<file path="config.mk">
export PLATFORM = sky130hd
export DESIGN_NAME = wiper_pos_counter
export DESIGN_NICKNAME = d
export VERILOG_FILES = /design/src/rtl/wiper_pkg.sv /design/src/rtl/wiper_load_arbiter.sv /design/src/rtl/wiper_next_value.sv /design/src/rtl/wiper_tap_decode.sv /design/src/rtl/wiper_pos_counter.sv
export SDC_FILE = /design/constraint.sdc
export NUM_CORES = 1
export LEC_CHECK = 0
export ABC_AREA = 1
export BUFFER_PORTS_ARGS = -buffer_cell sky130_fd_sc_hd__clkbuf_2
export CORE_ASPECT_RATIO = 2
export CORE_MARGIN = 2
export CORE_UTILIZATION = 40
export DETAILED_ROUTE_END_ITERATION = 7
export GPL_ROUTABILITY_DRIVEN = 0
export PLACE_DENSITY = 0.68
export SYNTH_ARGS = -nofsm -noshare
export SYNTH_HDL_FRONTEND = slang
export SYNTH_HIERARCHICAL = 1
export SYNTH_SLANG_ARGS = --single-unit
</file>
<file path="constraint.sdc">
create_clock -name clk -period 2.1 [get_ports clk]
set_clock_uncertainty 0.15 [all_clocks]
set_input_delay 0.315 -clock clk [delete_from_list [all_inputs] [get_ports clk]]
set_output_delay 0.315 -clock clk [all_outputs]
set_load 0.01 [all_outputs]
</file>
<file path="src/rtl/wiper_pkg.sv">
package wiper_pkg;
  typedef enum logic [2:0] {
    SRC_HOLD,
    SRC_RECALL,
    SRC_WRITE,
    SRC_XFER,
    SRC_STEP
  } load_src_e;
endpackage

</file>
<file path="src/rtl/wiper_load_arbiter.sv">
module wiper_load_arbiter
  import wiper_pkg::*;
(
  input  logic      recall_i,
  input  logic      wr_i,
  input  logic      xfer_i,
  input  logic      step_i,
  output load_src_e src_o
);
  // Fixed priority: recall > write > transfer > step
  always_comb begin
    if (recall_i)    src_o = SRC_RECALL;
    else if (wr_i)   src_o = SRC_WRITE;
    else if (xfer_i) src_o = SRC_XFER;
    else if (step_i) src_o = SRC_STEP;
    else             src_o = SRC_HOLD;
  end
endmodule

</file>
<file path="src/rtl/wiper_next_value.sv">
module wiper_next_value
  import wiper_pkg::*;
#(
  parameter int W   = 8,
  parameter int NDR = 4,
  localparam int SELW = (NDR > 1) ? $clog2(NDR) : 1
) (
  input  load_src_e       src_i,
  input  logic [W-1:0]    pos_i,
  input  logic [W-1:0]    wr_data_i,
  input  logic [NDR*W-1:0] dr_bank_i,
  input  logic [SELW-1:0] sel_i,
  input  logic            step_up_i,
  output logic [W-1:0]    pos_o
);
  localparam logic [W-1:0] POS_MAX = {W{1'b1}};
  localparam logic [W-1:0] POS_MIN = '0;

  logic [W-1:0] bank [NDR];

  for (genvar g = 0; g < NDR; g++) begin : g_unpack
    assign bank[g] = dr_bank_i[g*W +: W];
  end

  logic [W-1:0] step_val;
  always_comb begin
    if (step_up_i) step_val = (pos_i == POS_MAX) ? POS_MAX : pos_i + W'(1);
    else           step_val = (pos_i == POS_MIN) ? POS_MIN : pos_i - W'(1);
  end

  always_comb begin
    unique case (src_i)
      SRC_RECALL: pos_o = bank[0];
      SRC_WRITE:  pos_o = wr_data_i;
      SRC_XFER:   pos_o = bank[sel_i];
      SRC_STEP:   pos_o = step_val;
      default:    pos_o = pos_i;
    endcase
  end
endmodule

</file>
<file path="src/rtl/wiper_tap_decode.sv">
module wiper_tap_decode #(
  parameter int W = 8,
  localparam int TAPS = 1 << W
) (
  input  logic            clk,
  input  logic            rst_n,
  input  logic [W-1:0]    pos_i,
  output logic [TAPS-1:0] tap_o
);
  logic [TAPS-1:0] tap_d;

  for (genvar g = 0; g < TAPS; g++) begin : g_dec
    assign tap_d[g] = (pos_i == W'(g));
  end

  always_ff @(posedge clk or negedge rst_n) begin
    if (!rst_n) tap_o <= TAPS'(1);
    else        tap_o <= tap_d;
  end


  tap_onehot_chk: assert property (@(posedge clk) disable iff (!rst_n)
    $countones(tap_o) == 1);


  tap_follow_chk: assert property (@(posedge clk) disable iff (!rst_n)
    1'b1 |=> tap_o == (TAPS'(1) << $past(pos_i)));
endmodule

</file>
<file path="src/rtl/wiper_pos_counter.sv">
module wiper_pos_counter
  import wiper_pkg::*;
#(
  parameter int W   = 8,
  parameter int NDR = 4,
  localparam int SELW = (NDR > 1) ? $clog2(NDR) : 1,
  localparam int TAPS = 1 << W
) (
  input  logic            clk,
  input  logic            rst_n,
  input  logic            recall_i,
  input  logic            wr_i,
  input  logic [W-1:0]    wr_data_i,
  input  logic            xfer_i,
  input  logic [SELW-1:0] xfer_sel_i,
  input  logic [NDR*W-1:0] dr_bank_i,
  input  logic            step_i,
  input  logic            step_up_i,
  output logic [W-1:0]    pos_o,
  output logic [TAPS-1:0] tap_o
);
  localparam logic [W-1:0] POS_MAX = {W{1'b1}};

  logic      pend_q;
  logic      recall_any;
  load_src_e src;
  logic [W-1:0] pos_d;
  logic      pos_en;

  // One-shot recall of setting 0 after reset release
  always_ff @(posedge clk or negedge rst_n) begin
    if (!rst_n) pend_q <= 1'b1;
    else        pend_q <= 1'b0;
  end

  assign recall_any = recall_i | pend_q;

  wiper_load_arbiter u_arb (
    .recall_i (recall_any),
    .wr_i     (wr_i),
    .xfer_i   (xfer_i),
    .step_i   (step_i),
    .src_o    (src)
  );

  wiper_next_value #(.W(W), .NDR(NDR)) u_next (
    .src_i     (src),
    .pos_i     (pos_o),
    .wr_data_i (wr_data_i),
    .dr_bank_i (dr_bank_i),
    .sel_i     (xfer_sel_i),
    .step_up_i (step_up_i),
    .pos_o     (pos_d)
  );

  assign pos_en = (src != SRC_HOLD);

  always_ff @(posedge clk or negedge rst_n) begin
    if (!rst_n)      pos_o <= '0;
    else if (pos_en) pos_o <= pos_d;
  end

  wiper_tap_decode #(.W(W)) u_tap (
    .clk   (clk),
    .rst_n (rst_n),
    .pos_i (pos_o),
    .tap_o (tap_o)
  );


  wr_load_chk: assert property (@(posedge clk) disable iff (!rst_n)
    (wr_i && !recall_i && !pend_q) |=> pos_o == $past(wr_data_i));


  step_up_chk: assert property (@(posedge clk) disable iff (!rst_n)
    (step_i && step_up_i && !wr_i && !xfer_i && !recall_i && !pend_q && pos_o != POS_MAX)
      |=> pos_o == $past(pos_o) + W'(1));


  step_dn_chk: assert property (@(posedge clk) disable iff (!rst_n)
    (step_i && !step_up_i && !wr_i && !xfer_i && !recall_i && !pend_q && pos_o != '0)
      |=> pos_o == $past(pos_o) - W'(1));


  sat_hi_chk: assert property (@(posedge clk) disable iff (!rst_n)
    (step_i && step_up_i && !wr_i && !xfer_i && !recall_i && !pend_q && pos_o == POS_MAX)
      |=> pos_o == POS_MAX);


  sat_lo_chk: assert property (@(posedge clk) disable iff (!rst_n)
    (step_i && !step_up_i && !wr_i && !xfer_i && !recall_i && !pend_q && pos_o == '0)
      |=> pos_o == '0);


  hold_chk: assert property (@(posedge clk) disable iff (!rst_n)
    (!step_i && !wr_i && !xfer_i && !recall_i && !pend_q) |=> $stable(pos_o));
endmodule

</file>
==> results of run 1 <==
==> placed cells by master (no fill, tap or decap), types with 2 or more instances in the layout <==
cell type / synthesis / routed
clkbuf_2: 0 / 311
nor2_1: 297 / 295
dfrtp_1: 263 / 263
nand2_1: 125 / 125
buf_4: 11 / 42
inv_1: 38 / 38
o21ai_0: 26 / 26
nand3_1: 25 / 25
clkbuf_16: 0 / 23
inv_2: 13 / 13
nand4_1: 9 / 9
a21oi_1: 9 / 8
o21ai_1: 8 / 8
buf_12: 0 / 7
bufinv_16: 0 / 5
clkinv_2: 0 / 5
nor2_2: 3 / 4
inv_6: 0 / 3
clkbuf_8: 0 / 3
nor2_4: 2 / 3
ha_1: 3 / 3
nor2_8: 2 / 2
nand2_4: 2 / 2
dfstp_2: 2 / 2
xor2_1: 2 / 2
a21oi_2: 1 / 2
==> critical path: stages, from the launching register on <==
cell	delay, ps
dfrtp_1	670
buf_4	230
clkbuf_2	140
==> power by group <==
| group | total [uW] | internal (uW) | switching (uW) |
|---|---|---|---|
| logic | 1210 | 365 | 840 |
| clock network | 4690 | 2760 | 1930 |
| registers | 5270 | 5170 | 95.4 |
| total | 11200 | 8300 | 2860 |
==> what timing repair did <==
action                     CTS  global route
setup endpoints to repair    0             8
setup buffers                0             0
hold buffers                 1             0
hold endpoints to repair   143             0
resized for setup            0             4
==> area by class of cell <==
cell class | instances | area, um2
timing repair buffer | 362 | 2037
fill | 2000 | 10710
clock buffer | 26 | 616.8
clock inverter | 16 | 229.0
tap | 283 | 354.1
sequential | 265 | 6634
inverter | 51 | 191.4
multi-input combinational | 522 | 2256
==> worst max path at each step <==
stage | from | to | slack (ps) | cells after the start
3_5_place_dp | recall_i | pos_o[7] | -20 | 14
5_1_grt | pend_q | pos_o[7] | -20 | 13
6_report | pos_o[4] | pos_o[4] | 70 | 2
3_3_place_gp | recall_i | pos_o[7] | 70 | 14
2_1_floorplan | pend_q | pos_o[7] | 90 | 8
4_1_cts | pend_q | pos_o[7] | 20 | 13
==> kinds of logic (layout without fill, tap and decap cells) <==
family | count (synthesis) | count (layout) | synth area share, %
flip-flops | 265 | 265 | 71.19
XOR/XNOR | 2 | 2 | 0.1880
buffers and inverters | 92 | 455 | 4.753
AND/OR/NAND/NOR | 470 | 470 | 20.85
AO/OA/AOI/OAI | 46 | 46 | 2.578
other | 1 | 1 | 0.04024
adder cells (fa/ha/maj) | 3 | 3 | 0.4028
==> metal layers <==
layer | vias to the layer above | track usage (%)
met1 | 3615 | 27.92
met2 | 356 | 36.83
met5 | - | 0
li1 | 3365 | -
met4 | 0 | 5.691
met3 | 40 | 5.886
==> sequential cells by signal, summed over array words and instances, names as in the netlist <==
name and flops:
pos_o 8, u_tap/tap_o 256, pend_q 1
==> metrics by stage <==
step,util (%),setup TNS [ps]
global placement,49.71,0
global route,53.49,-20.68
floorplan,-,0
CTS,53.43,0
detailed placement,49.71,-16.91
finish,53.49,0
==> results.yml, run 1 <==
hold_path:
  hold_start: "wr_data_i[3]"
  hold_class: "in2reg"
  whs_path_depth: 7
  hold-path-endpoint: "pos_o[3]"
worst_setup_path:
  r2r-start: "pend_q"
  critPathCaptureType: "primary output"
  reg2reg_to: "pos_o[7]"
  cp_max_fo: 11
  rrSetupSlack_ps: 110
  worstRegToRegCells: 13
  arrival_ps: 1570
  critPathRequiredTime_ps: 1630
  criticalPathCategory: "reg2out"
  crit_path_start_kind: "flop"
drt:
  wl_met1_mm: 10.85
  vias: 7376
  drt.antenna.violating_nets: 0
  totalWireLength_mm: 27.27
  top_layer: "met4"
  drc: 0
  dr.pass1.iters: 5
  route.met3.wl_mm: 2.579
  drt_iter0_drc: 421
  wl_met2_mm: 13.29
  wl_per_cell_um: 17.88
  viasPerCell: 4.837
power_and_ir_drop:
  leakagePower_uw: 0.006750
  vdd_drop_max_mv: 0.7094
  total_power_uw: 11160
  powerDensity_nw_per_um2: 906.2
global_route:
  antenna_found_initial: 0
  grt_overflow_total: 0
  grtUsageTotal_pct: 21.77
  first_global_vias: 7448
  grt_pass1_wl_mm: 41.62
  grt_max_degree: 62
clocking:
  cts_tree: "yes"
  cts_max_path_buffers: 3
  clock-root-buffer: "clkbuf_16"
  cts_buffers: 23
  htree_levels: 1
  cts.sinks: 265
  path_clk_slew_ps: 80
  clk_latency_ps: 530
die:
  dieWidth_um: 111.9
  die-area_um2: 24610
  chipHeight_um: 219.9
  rows: 79
  coreArea_um2: 23030
  start_util_pct: 40.46
  ios: 313
logic_synthesis:
  syn_inst: 879
  ys_ff_latch: 265
  synthTopCellsByArea: "dfrtp_1 71%, nor2_1 12%, nand2_1 5.0%, inv_1 1.5%, buf_2 1.5%"
  synth_top_area_share_pct: 70.62
  async_reset_ff_share_pct: 100.0
  yosys.area.top_type: "dfrtp_1"
  synth_ff_type: "dfrtp_1"
  synth_area_um2: 9319
  yosysSeqAreaShare_pct: 71.19
  synth_edf_count: 0
  avgSynthCellArea_um2: 10.60
  synth_warnings: 6
  synthDistinctLibCells: 29
  synthTopCellsByCount: "297 x nor2_1, 263 x dfrtp_1, 125 x nand2_1"
  yosysMostFrequentCell: "nor2_1"
  syn_nets: 931
timing:
  worst_slack_ps: 69.19
  fmax_mhz: 492.4
  layout_min_cycle_time_ps: 2031
  whs_ps: 58.52
  setup_violations: 0
  hold_viol: 0
  finalCritPeriodShare_pct: 96.71
  worst_pin_slew_ps: 691.1
  slew_headroom_pct: 53.81
  final_max_slew_viol_count: 0
layout:
  finish.instance_area_um2: 12320
  post_layout_nonfiller_instances: 1525
  layout.nets: 1277
  syn2layout_area_growth_pct: 32.18
  drive_gt1_share_pct: 35.19
  diodes: 0
placed_design:
  dp.cells: 1482
  hpwlAfterDp_mm: 19.06
  pre_cts_slack_ps: -16.91
  portBuffers: 312
  placed_area_um2: 11450
outcome:
  status: "finished, final reports clean"
flow_run:
  cap_violations: 0
(Power assumes the default switching activity.)
==> run 2: changes to the inputs <==
==> constraint.sdc (replaced) <==
create_clock -name clk -period 2.1 [get_ports clk]
set_clock_uncertainty 0.15 [all_clocks]
set_input_delay 0.21 -clock clk [delete_from_list [all_inputs] [get_ports clk]]
set_output_delay 0.21 -clock clk [all_outputs]
set_load 0.01 [all_outputs]
==> run 2 against run 1 <==
Via count fell by 0.54%; fmax rose by 3.4%; sequential power barely moved; critical path type is now reg2reg; largest cell class unchanged; highest routed layer unchanged.
==> results.yml, run 2 (same netlist as run 1, synthesis figures left out) <==
global_route:
  grt_pass1_wl_mm: 42.24
  grt_max_degree: 66
  grt_overflow_total: 0
  antenna_found_initial: 0
  grtUsageTotal_pct: 22.08
  first_global_vias: 7606
layout:
  utilization_pct: 53.50
  largest_register_ff_count: 256
  diodes: 0
  regMostFlops: "u_tap/tap_o"
  mostFrequentLayoutCells: "311 x clkbuf_2, 294 x nor2_1, 263 x dfrtp_1, 125 x nand2_1, 45 x buf_4"
  layout.nets: 1286
  top_regs: "u_tap/tap_o: 256 flops, pos_o: 8 flops, pend_q: 1 flops"
  final_common_cell: "clkbuf_2"
  nFillCells: 2021
  syn2layout_area_growth_pct: 32.21
  drive_gt1_share_pct: 34.69
worst_setup_path:
  worstRegToRegCells: 13
  crit_path_start_kind: "flop"
  cpMostUsedCell: "nand2_1"
  critical_path.slowest_cell: "dfstp_2"
  path_cells: "or2_2 -> inv_2 -> nand2_1 -> nor2_4 -> inv_2 -> nand3_2 -> inv_2 -> nand2_1 -> nand3_1 -> a21oi_1 -> a21oi_2 -> nand2_1 -> nand2_1"
  slowest_delay_ps: 360
  reg2reg_to: "pos_o[7]"
  criticalPathCategory: "reg2reg"
  critPathCaptureType: "flop"
  critPathRequiredTime_ps: 2370
  r2r-start: "pend_q"
  arrival_ps: 2230
  rrSetupSlack_ps: 140
  cp_max_fo: 8
  cpLargestDelayFamily: "simple AND/OR/NAND/NOR gates"
  path_buf_inv: 3
timing:
  slew_headroom_pct: 56.10
  hold_viol: 0
  fmax_mhz: 508.9
  worst_pin_slew_ps: 656.9
  setup_violations: 0
  setup_tns_ps: 0
  finalCritPeriodShare_pct: 93.57
  final_max_slew_viol_count: 0
  layout_min_cycle_time_ps: 1965
clocking:
  htree_levels: 1
  cts_buffers: 23
  clk_latency_ps: 520
  path_clk_slew_ps: 70
  cts.sinks: 265
  clock-root-buffer: "clkbuf_16"
  cts_tree: "yes"
  cts_max_path_buffers: 3
hold_path:
  hold_class: "in2reg"
  whs_path_depth: 7
  hold-path-endpoint: "pos_o[3]"
  hold_start: "dr_bank_i[11]"
drt:
  wl_per_cell_um: 17.87
  dr.pass1.iters: 4
  drt_iter0_drc: 458
  totalWireLength_mm: 27.42
  vias: 7336
  drc: 0
  drt.antenna.violating_nets: 0
  viasPerCell: 4.782
power_and_ir_drop:
  powerDensity_nw_per_um2: 879.0
  total_power_uw: 10830
  leakagePower_uw: 0.006733
  vdd_drop_max_mv: 0.8325
placed_design:
  hpwlAfterDp_mm: 19.36
  portBuffers: 312
die:
  rows: 79
  die-area_um2: 24610
  coreArea_um2: 23030
  start_util_pct: 40.46
  dieWidth_um: 111.9
  ios: 313
  chipHeight_um: 219.9
outcome:
  status: "finished, final reports clean"
flow_run:
  cap_violations: 0
==> run 2: layer usage <==
layer | vias up | wire [um] | global-route usage [%] | share of wire [%]
met4 | 0 | 512 | 5.163 | 1.9
met1 | 3570 | 10960 | 28.30 | 40
met2 | 348 | 13310 | 37.11 | 49
met5 | - | 0 | 0 | 0
li1 | 3382 | - | - | -
met3 | 36 | 2629 | 6.766 | 9.6
==> run 2: through the flow <==
step / hold WS [ps] / std cells / worst slack (ps) / instance area (um2)
CTS: 0.7563 / 1534 / 37.33 / 12300
global route: 57.66 / 1534 / -27.44 / 12320
detailed placement: 45.52 / 1483 / 49.80 / 11430
global placement: 37.18 / 1483 / 85.05 / 11430
floorplan: -235.6 / 879 / 93.14 / 9319
finish: 12.54 / 1534 / 135.1 / 12320
==> run 2: timing repair <==
action | 4_1_cts | 5_1_grt
resized for setup | 0 | 6
hold endpoints to repair | 243 | 0
endpoints found under the setup margin | 0 | 8
hold buffers | 9 | 0
setup buffers | 0 | 0
==> run 2: worst max path at each step <==
stage	from	endpoint	slack, ps	cells after the start
final	pend_q	pos_o[7]	140	13
after global routing	pend_q	pos_o[1]	-30	11
after CTS	pend_q	pos_o[7]	40	13
after detailed placement	pend_q	pos_o[7]	50	13
after global placement	pend_q	pos_o[7]	90	13
after floorplan	pend_q	pos_o[7]	90	8
==> run 2: where the power goes <==
| part | leakage, uW | internal [uW] | switching [uW] | total, uW |
|---|---|---|---|---|
| clock | 0.000373 | 2470 | 1870 | 4340 |
| combinational | 0.00268 | 372 | 849 | 1220 |
| sequential | 0.00368 | 5180 | 94.5 | 5270 |
==> run 2: tightest hold or removal path: cells and delay by family <==
family | cells | cell delay (ps)
simple gates | 4 | 230
compound gates | 2 | 140
buf+inv | 1 | 70
==> run 2: final cells by class <==
type	count	area, um2	area share [%]
Timing Repair Buffer	371	2100	17.04
Tap cell	283	354.1	2.874
Clock buffer	34	666.9	5.413
Sequential cell	265	6634	53.84
Clock inverter	8	110.1	0.8937
Inverter	51	191.4	1.554
Multi-Input combinational cell	522	2265	18.38
==> run 3: changes to the inputs <==
CORE_ASPECT_RATIO = 0.5   (was 2)
==> run 3 against run 2 <==
Fmax is 0.16% higher; global-route usage is 0.85 points lower; core utilization is 0.52 points higher; via count decreased by 1.3%; sequential share of layout area down 0.065 points; register-to-register slack about the same; critical path depth fell by 1; critical endpoint is now pos_o[2]; largest cell class unchanged; largest power group unchanged.
==> results.yml, run 3 (same netlist as run 1, synthesis figures left out) <==
outcome:
  status: "finished, final reports clean"
timing:
  worst_pin_slew_ps: 710.5
  setup_tns_ps: 0
  layout_min_cycle_time_ps: 1962
  hold_viol: 0
  rsz0062_at_grt: "no"
  slew_headroom_pct: 52.52
  final_max_slew_viol_count: 0
  finalCritPeriodShare_pct: 93.41
  whs_ps: 17.08
  fmax_mhz: 509.8
  setup_violations: 0
placed_design:
  placed_area_um2: 11410
  hpwlAfterDp_mm: 18.86
  portBuffers: 312
  dp.cells: 1502
power_and_ir_drop:
  vdd_drop_max_mv: 0.5262
  powerDensity_nw_per_um2: 891.1
  p_int_uw: 8196
  p_sw_share_pct: 25.43
  power_frac_clock_pct: 41.4
  power_switching_uw: 2796
  leakagePower_uw: 0.006728
  p_seq_share_pct: 47.9
  pwr-share-comb_pct: 10.7
global_route:
  grtUsageMet1_pct: 26.28
  groute.layer.met3.usage_pct: 3.634
  grt.busiest_layer: "met2"
  met2_usage_pct: 37.48
  grtUsageTotal_pct: 21.24
  grt_overflow_total: 0
  antenna_found_initial: 0
  grt_pass1_wl_mm: 40.19
  grt_max_degree: 56
  first_global_vias: 7273
hold_path:
  hold_class: "in2reg"
  whs_path_depth: 7
  hold-path-endpoint: "pos_o[0]"
  hold_start: "dr_bank_i[8]"
layout:
  final_common_cell: "clkbuf_2"
  regMostFlops: "u_tap/tap_o"
  syn2layout_area_growth_pct: 32.37
  diodes: 0
  top_regs: "u_tap/tap_o: 256 flops, pos_o: 8 flops, pend_q: 1 flops"
  post_layout_nonfiller_instances: 1554
  layout.nets: 1281
  drive_gt1_share_pct: 34.48
  largest_register_ff_count: 256
  finish.instance_area_um2: 12340
  mostFrequentLayoutCells: "311 x clkbuf_2, 295 x nor2_1, 263 x dfrtp_1, 125 x nand2_1, 41 x buf_4"
clocking:
  clock-root-buffer: "clkbuf_16"
  cts_buffers: 24
  path_clk_slew_ps: 70
  clk_latency_ps: 510
  cts_tree: "yes"
  htree_levels: 1
  cts_max_path_buffers: 3
  cts.sinks: 265
die:
  chipHeight_um: 111.9
  dieWidth_um: 219.9
  start_util_pct: 40.81
  ios: 313
  rows: 39
  die-area_um2: 24610
  coreArea_um2: 22840
worst_setup_path:
  crit_path_start_kind: "flop"
  critPathRequiredTime_ps: 2400
  rrSetupSlack_ps: 140
  arrival_ps: 2260
  cp_max_fo: 7
  reg2reg_to: "pos_o[2]"
  critPathCaptureType: "flop"
  criticalPathCategory: "reg2reg"
  r2r-start: "pend_q"
  worstRegToRegCells: 12
drt:
  drt_iter0_drc: 472
  viasPerCell: 4.660
  drc: 0
  drt.antenna.violating_nets: 0
  dr.pass1.iters: 5
  wl_per_cell_um: 17.01
  vias: 7242
  totalWireLength_mm: 26.44
flow_run:
  cap_violations: 0
-- run 3: cell count changes in the layout (fill, tap and decap cells not counted), moves of 2 or more --
cell,delta
buf_4,-4
nand3_2,-2
clkinv_2,+4
nand3_1,+2
inv_6,-3
-- run 3: stage by stage --
stage | power, uW | utilization [%] | setup WS [ps]
final | 10990 | 54.02 | 138.4
after floorplan | 6001 | - | 93.14
after global routing | 11430 | 54.02 | 8.251
after detailed placement | 6533 | 49.97 | 23.71
after global placement | 6501 | 49.97 | 73.44
after CTS | 11070 | 53.96 | 4.603
-- run 3: how the worst max path moves through the flow --
stage / slack [ps] / start / to
after floorplan: 90 / pend_q / pos_o[7]
after global placement: 70 / pend_q / pos_o[7]
after detailed placement: 20 / pend_q / pos_o[7]
after CTS: 5 / pend_q / pos_o[7]
after global routing: 8 / pend_q / pos_o[1]
final: 140 / pend_q / pos_o[2]
-- run 3: worst max-delay path: stages, from the launching register on --
cell and delay (ps):
dfstp_2 360, or2_2 300, inv_2 70, nand2_1 80
nor2_4 160, inv_2 70, nand3_1 110, nand3_1 150
inv_2 150, nand2_1 70, nand4_1 110, nand2_1 70
nand2_1 60
-- run 3: power groups by stage --
stage          Combinational, uW  Sequential [uW]  Clock [uW]
2_1_floorplan                629             5370           0
3_3_place_gp                1140             5360           0
3_5_place_dp                1170             5370           0
4_1_cts                     1180             5270        4610
5_1_grt                     1300             5280        4850
6_report                    1180             5270        4550
-- run 3: what timing repair did --
action                                  CTS  global route
resized for setup                         0             4
hold buffers                              8             0
endpoints found under the hold margin   269             0
endpoints found under the setup margin    0             8
setup buffers                             0             0
-- run 3: layer usage --
| layer | vias up | routed length (um) |
|---|---|---|
| met5 | - | 0 |
| met3 | 59 | 1336 |
| met4 | 0 | 842 |
| met2 | 244 | 13570 |
| met1 | 3560 | 10690 |
| li1 | 3379 | - |
-- run 3: final cells by class --
cell class	instances	area [um2]
fill	1999	10500
sequential	265	6634
multi-input combinational	522	2256
timing repair buffer	365	2039
clock buffer	34	688.2
tap	307	384.1
inverter	51	191.4
clock inverter	10	142.6
